==> src/rtl/ocmp_pkg.sv <==
package ocmp_pkg;

    typedef enum logic {
        PIN_MAP_SINGLE = 1'b0,
        PIN_MAP_PAIRED = 1'b1
    } pin_map_e;

    function automatic int unsigned ptr_width(input int unsigned n);
        return (n > 1) ? $clog2(n) : 1;
    endfunction

endpackage

==> src/rtl/ocmp_scanner.sv <==
module ocmp_scanner #(
    parameter int unsigned CH_N  = 4,
    parameter int unsigned CNT_W = 16
) (
    input  logic                 clk,
    input  logic                 rst_n,
    input  logic [CNT_W-1:0]     tmr_cnt,
    input  logic [CH_N-1:0]      cmp_we,
    input  logic [CNT_W-1:0]     cmp_wdata,
    output logic [CH_N-1:0]      match_o
);
    localparam int unsigned PTR_W = ocmp_pkg::ptr_width(CH_N);
    localparam logic [PTR_W-1:0] PTR_LAST = PTR_W'(CH_N - 1);

    typedef struct packed {
        logic [CH_N-1:0][CNT_W-1:0] cmp;
        logic [CH_N-1:0]            armed;
        logic [PTR_W-1:0]           ptr;
    } scan_t;

    scan_t s_d, s_q;
    logic  eq;

    always_comb begin
        s_d     = s_q;
        match_o = '0;
        eq      = (s_q.cmp[s_q.ptr] == tmr_cnt);
        if (eq && s_q.armed[s_q.ptr]) begin
            match_o[s_q.ptr] = 1'b1;
        end
        s_d.armed[s_q.ptr] = ~eq;
        s_d.ptr = (s_q.ptr == PTR_LAST) ? '0 : s_q.ptr + PTR_W'(1);
        for (int i = 0; i < CH_N; i++) begin
            if (cmp_we[i]) begin
                s_d.cmp[i]   = cmp_wdata;
                s_d.armed[i] = 1'b1;
            end
        end
    end

    always_ff @(posedge clk or negedge rst_n) begin
        if (!rst_n) begin
            s_q.cmp   <= '0;
            s_q.armed <= '1;
            s_q.ptr   <= '0;
        end else begin
            s_q <= s_d;
        end
    end

    AST_SCAN_ONEHOT: assert property (@(posedge clk) disable iff (!rst_n)
        $onehot0(match_o));

    generate
        if (CH_N > 1) begin : g_gap
            for (genvar i = 0; i < CH_N; i++) begin : g_ch
                AST_NO_REPEAT: assert property (@(posedge clk) disable iff (!rst_n)
                    match_o[i] |=> !match_o[i]);
            end
        end
    endgenerate

endmodule

==> src/rtl/ocmp_flags.sv <==
module ocmp_flags #(
    parameter int unsigned CH_N = 4
) (
    input  logic            clk,
    input  logic            rst_n,
    input  logic [CH_N-1:0] match_i,
    input  logic [CH_N-1:0] ch_en,
    input  logic [CH_N-1:0] irq_en,
    input  logic [CH_N-1:0] flag_clr,
    output logic [CH_N-1:0] flag_o,
    output logic [CH_N-1:0] irq_o
);
    typedef struct packed {
        logic [CH_N-1:0] flag;
    } flag_t;

    flag_t f_d, f_q;

    always_comb begin
        f_d      = f_q;
        f_d.flag = (f_q.flag & ~flag_clr) | (match_i & ch_en);
        flag_o   = f_q.flag;
        irq_o    = f_q.flag & irq_en;
    end

    always_ff @(posedge clk or negedge rst_n) begin
        if (!rst_n) f_q <= '0;
        else        f_q <= f_d;
    end

    generate
        for (genvar i = 0; i < CH_N; i++) begin : g_ch
            AST_FLAG_NEEDS_EN: assert property (@(posedge clk) disable iff (!rst_n)
                $rose(f_q.flag[i]) |-> $past(ch_en[i]));
            AST_FLAG_STICKY: assert property (@(posedge clk) disable iff (!rst_n)
                (f_q.flag[i] && !flag_clr[i]) |=> f_q.flag[i]);
        end
    endgenerate

endmodule

==> src/rtl/ocmp_pins.sv <==
module ocmp_pins #(
    parameter int unsigned PIN_N = 2,
    parameter int unsigned CH_N  = 2 * PIN_N
) (
    input  logic             clk,
    input  logic             rst_n,
    input  logic [CH_N-1:0]  match_i,
    input  logic [CH_N-1:0]  ch_en,
    input  logic             pair_mode,
    input  logic [PIN_N-1:0] init_we,
    input  logic [PIN_N-1:0] init_val,
    output logic [PIN_N-1:0] pin_o
);
    import ocmp_pkg::*;

    typedef struct packed {
        logic [PIN_N-1:0] pin;
    } pin_t;

    pin_t             p_d, p_q;
    logic [PIN_N-1:0] tog;
    pin_map_e         map;

    always_comb begin
        map = pin_map_e'(pair_mode);
        p_d = p_q;
        for (int k = 0; k < PIN_N; k++) begin
            tog[k] = match_i[2*k] & ch_en[2*k];
            if (map == PIN_MAP_PAIRED) begin
                tog[k] = tog[k] | (match_i[2*k+1] & ch_en[2*k+1]);
            end
            p_d.pin[k] = init_we[k] ? init_val[k] : (p_q.pin[k] ^ tog[k]);
        end
        pin_o = p_q.pin;
    end

    always_ff @(posedge clk or negedge rst_n) begin
        if (!rst_n) p_q <= '0;
        else        p_q <= p_d;
    end

    generate
        for (genvar k = 0; k < PIN_N; k++) begin : g_pin
            AST_PIN_QUIET: assert property (@(posedge clk) disable iff (!rst_n)
                (!init_we[k] && !match_i[2*k] && !match_i[2*k+1]) |=> $stable(p_q.pin[k]));
            AST_ODD_NO_EFFECT: assert property (@(posedge clk) disable iff (!rst_n)
                (!pair_mode && !init_we[k] && !match_i[2*k]) |=> $stable(p_q.pin[k]));
            AST_INIT_LOAD: assert property (@(posedge clk) disable iff (!rst_n)
                init_we[k] |=> (p_q.pin[k] == $past(init_val[k])));
        end
    endgenerate

endmodule

==> src/rtl/ocmp_toggle_unit.sv <==
module ocmp_toggle_unit #(
    parameter int unsigned CNT_W = 16,
    parameter int unsigned PIN_N = 2,
    localparam int unsigned CH_N = 2 * PIN_N
) (
    input  logic             clk,
    input  logic             rst_n,
    input  logic [CNT_W-1:0] tmr_cnt,
    input  logic [CH_N-1:0]  cmp_we,
    input  logic [CNT_W-1:0] cmp_wdata,
    input  logic [CH_N-1:0]  ch_en,
    input  logic [CH_N-1:0]  irq_en,
    input  logic [CH_N-1:0]  flag_clr,
    input  logic             pair_mode,
    input  logic [PIN_N-1:0] pin_init_we,
    input  logic [PIN_N-1:0] pin_init_val,
    output logic [PIN_N-1:0] wave_o,
    output logic [CH_N-1:0]  flag_o,
    output logic [CH_N-1:0]  irq_o,
    output logic             cmp0_match
);
    logic [CH_N-1:0] match;

    ocmp_scanner #(.CH_N(CH_N), .CNT_W(CNT_W)) u_scan (
        .clk       (clk),
        .rst_n     (rst_n),
        .tmr_cnt   (tmr_cnt),
        .cmp_we    (cmp_we),
        .cmp_wdata (cmp_wdata),
        .match_o   (match)
    );

    ocmp_flags #(.CH_N(CH_N)) u_flags (
        .clk      (clk),
        .rst_n    (rst_n),
        .match_i  (match),
        .ch_en    (ch_en),
        .irq_en   (irq_en),
        .flag_clr (flag_clr),
        .flag_o   (flag_o),
        .irq_o    (irq_o)
    );

    ocmp_pins #(.PIN_N(PIN_N), .CH_N(CH_N)) u_pins (
        .clk       (clk),
        .rst_n     (rst_n),
        .match_i   (match),
        .ch_en     (ch_en),
        .pair_mode (pair_mode),
        .init_we   (pin_init_we),
        .init_val  (pin_init_val),
        .pin_o     (wave_o)
    );

    assign cmp0_match = match[0];

    AST_CMP0_PULSE: assert property (@(posedge clk) disable iff (!rst_n)
        cmp0_match |=> !cmp0_match);

endmodule

==> config.mk <==
export PLATFORM = sky130hd
export DESIGN_NAME = ocmp_toggle_unit
export DESIGN_NICKNAME = d
export VERILOG_FILES = /design/src/rtl/ocmp_pkg.sv /design/src/rtl/ocmp_scanner.sv /design/src/rtl/ocmp_flags.sv /design/src/rtl/ocmp_pins.sv /design/src/rtl/ocmp_toggle_unit.sv
export SDC_FILE = /design/constraint.sdc
export NUM_CORES = 1
export LEC_CHECK = 0
export BUFFER_PORTS_ARGS = -buffer_cell sky130_fd_sc_hd__buf_2
export CAP_MARGIN = 10
export CORE_ASPECT_RATIO = 1.2
export CORE_UTILIZATION = 42
export CTS_CLUSTER_DIAMETER = 50
export CTS_CLUSTER_SIZE = 30
export DETAILED_ROUTE_END_ITERATION = 7
export PLACE_DENSITY = 0.69
export SLEW_MARGIN = 20
export SYNTH_ARGS = -nofsm -noshare
export SYNTH_HDL_FRONTEND = slang
export SYNTH_SLANG_ARGS = --single-unit
==> constraint.sdc <==
create_clock -name clk -period 6.9 [get_ports clk]
set_input_delay 0.345 -clock clk [delete_from_list [all_inputs] [get_ports clk]]
set_output_delay 0.345 -clock clk [all_outputs]
set_load 0.02 [all_outputs]
==> metrics <==
outcome completed; post-detailed-route wirelength per cell 16.0 um; root buffer cell sky130_fd_sc_hd__clkbuf_8; worst supply voltage drop on vdd 84.3 uV; total stage count of the critical path 6; arithmetic-cell share of the synthesized area counting full adders, half adders and majority gates 0.0138; Hold Fails Final Rpt 0; unrepaired setup endpoints after global routing false; fraction of the mapped netlist area in simple logic gates 0.0569; startpoint of the lowest-slack hold path flag_clr[3]; number of diodes 0; total global-route track usage 0.170; setup slack, reg-to-reg 3740 ps; fraction of final layout cells sized beyond drive strength 1 0.481; Final Skew 4.38 ps; wire length of the first global-routing pass 11,400 um; total I/O pin count 66; DRC violation total after the first TritonRoute iteration 104; count of TritonRoute iterations in the first routing pass 4; half-perimeter wire length after detailed placement 4680 um; sequential share of the synthesized area 0.525; PortBufs 65; Distinct cells, synth 26; worst slew pin tran 1040 ps; FF-to-FF Start u_scan.s_q[0]; NumNets Final 370; nature of the critical path endpoint primary output; cts bufs inserted 9; Worst slew margin 0.308; total wirelength of the detailed-routed design 6860 um; post-detailed-route DRC marker count 0; max_cap viols 0; starting density of the core 0.440; Core Rows 36; multiplexer fraction of the synthesized cell area 0.320; critical path's top delay family simple AND/OR/NAND/NOR gates; number of post-CTS setup repair buffers 0; area share of xor/xnor cells in the synthesized design 0.0386; WP data arrival 3420 ps; Syn Nets 304; Mapped Avg Cell Area 14.8 um2; Setup Viol. Count Final 0; Resized Gates After CTS 0; placement-stage worst setup slack 3440 ps; capture endpoint of the worst hold path u_flags.flag_o[3]; Pwr per Cell Area 219 nW/um2; leakage component of the power 1.86 nW; Clock Latency Late Sink 340 ps; Period Utilization, post-route 0.546; synthesized instance count 245; width of the die 86.9 um; PnR worst setup slack 3130 ps; die area 9020 um2; signed area change from the synthesized netlist to the final layout 16.1%; cts hold-fix bufs 0; clock transition at the registers of the reported paths 70 ps; maximum clock rate 266 MHz; category of the worst setup path launch point flip-flop; setup TNS 0 ps; Final Slew Violations 0; cell chain of the critical path mux4_1 > xnor2_1 > nand4_1 > nor4_4 > and3_2 > buf_2; post-synth design cell area 3630 um2; filler cell count in the final layout 731; Via density 5.06; CP max stage cell sky130_fd_sc_hd__dfrtp_1; via count of the first global-routing pass 2,310; number of register bits inferred by synthesis 76; Worst EP required 6550 ps; destination of the worst register-to-register timing path u_pins.pin_o[0]; GR Overflow Total 0; depth of the worst register-to-register path 6; Floorplan Core Area 8240 um2; final worst path period need 3770 ps; Max Root-Sink Buffers 2; number of antenna violations at the first check in global routing 0; buffers and inverters on the worst path 1; warnings from Yosys 0; main combinational cell family by area after synthesis multiplexers; clock tree from TritonCTS yes; worst min path class input port to flip-flop; post-route total power 0.000924 W; vertical die dimension 104 um; startpoint-to-endpoint class of the critical path flip-flop to primary output; antenna-violating nets left 0; pin count of the biggest net entering global routing 77; highest fanout seen on the critical path 21; hold depth 2; H-tree Lvls 3; CTS sink count 76; area fraction in compound gates after synthesis 0.0200; via count 2,175; gp weighted congestion 0.716; longest individual stage delay on the worst path 1030 ps
## cell usage after synthesis
master,count,area share
sky130_fd_sc_hd__and2_1,4,0.0069
sky130_fd_sc_hd__mux4_1,15,0.11
sky130_fd_sc_hd__a21oi_1,4,0.0055
sky130_fd_sc_hd__nand3_1,2,0.0028
sky130_fd_sc_hd__nor2_1,5,0.0052
sky130_fd_sc_hd__ha_1,4,0.014
sky130_fd_sc_hd__nand2_1,13,0.013
sky130_fd_sc_hd__buf_8,1,0.0041
sky130_fd_sc_hd__dfstp_2,4,0.029
sky130_fd_sc_hd__nor3b_1,2,0.0041
sky130_fd_sc_hd__or2_1,4,0.0069
sky130_fd_sc_hd__o21ai_0,2,0.0028
sky130_fd_sc_hd__a211o_1,2,0.0048
sky130_fd_sc_hd__dfrtp_1,72,0.50
sky130_fd_sc_hd__xnor2_1,16,0.039
sky130_fd_sc_hd__buf_6,2,0.0062
sky130_fd_sc_hd__buf_1,2,0.0021
sky130_fd_sc_hd__o22ai_1,4,0.0069
sky130_fd_sc_hd__nor4_4,1,0.0059
sky130_fd_sc_hd__inv_1,6,0.0062
sky130_fd_sc_hd__mux4_2,2,0.012
sky130_fd_sc_hd__mux2_2,64,0.20
sky130_fd_sc_hd__clkbuf_1,7,0.0072
sky130_fd_sc_hd__and3_2,1,0.0021
sky130_fd_sc_hd__nor3_1,2,0.0028
sky130_fd_sc_hd__nand4_1,4,0.0069
## registers in the layout (all words and copies together) (netlist names)
signal and count:
u_scan.s_q 70, u_flags.flag_o 4, u_pins.pin_o 2
## through the flow
step	area, um2	hold slack [ps]	util	cells
after floorplan	3630	49.4	-	245
after global placement	4040	482	0.490	414
after detailed placement	4040	491	0.490	414
after CTS	4210	161	0.511	430
after global routing	4210	166	0.511	430
final	4210	182	0.511	430
## layer usage
layer	vias up	wire, um	GRT usage
met5	-	0	0
met4	0	120	0.0714
met3	8	242	0.0398
met2	50	3480	0.278
met1	1090	3020	0.213
li1	1027	-	-
## layout make-up
cell class,count,area [um2],share of cell area
clock buffer,14,163,0.0386
tap,114,143,0.0338
multi-input combinational,151,1630,0.387
clock inverter,2,10.0,0.00238
timing repair buffer,67,340,0.0808
inverter,6,22.5,0.00534
sequential,76,1910,0.452
## cells by family after synthesis
kind of cell / Yosys count
adder cells (fa/ha/maj): 4
flip-flops: 76
XOR/XNOR: 16
buffers and inverters: 18
multiplexers: 81
AO/OA/AOI/OAI: 12
AND/OR/NAND/NOR: 38
## where the power goes
group / total, W / switching (W) / internal, W
clock network: 0.000299 / 0.000149 / 0.000150
logic: 0.000121 / 0.0000498 / 0.0000715
registers: 0.000504 / 0.0000192 / 0.000484
total: 0.000924 / 0.000218 / 0.000706
## cell usage in the layout, fill, tap and decap left out, drive strengths merged, types with 5 or more instances in the layout
| master | instances |
|---|---|
| clkbuf | 14 |
| inv | 6 |
| mux4 | 17 |
| mux2 | 64 |
| nor2 | 5 |
| xnor2 | 16 |
| dfrtp | 72 |
| buf | 67 |
| nand2 | 13 |
## how the worst max path moves through the flow
stage,slack (ps),start,end
after detailed placement,3440,u_scan.s_q[0],cmp0_match
after global routing,2950,u_scan.s_q[0],cmp0_match
final,3130,u_scan.s_q[0],cmp0_match
after CTS,3050,u_scan.s_q[0],cmp0_match
after global placement,3480,u_scan.s_q[0],cmp0_match
after floorplan,4400,u_scan.s_q[1],cmp0_match
(Power assumes the default switching activity.)
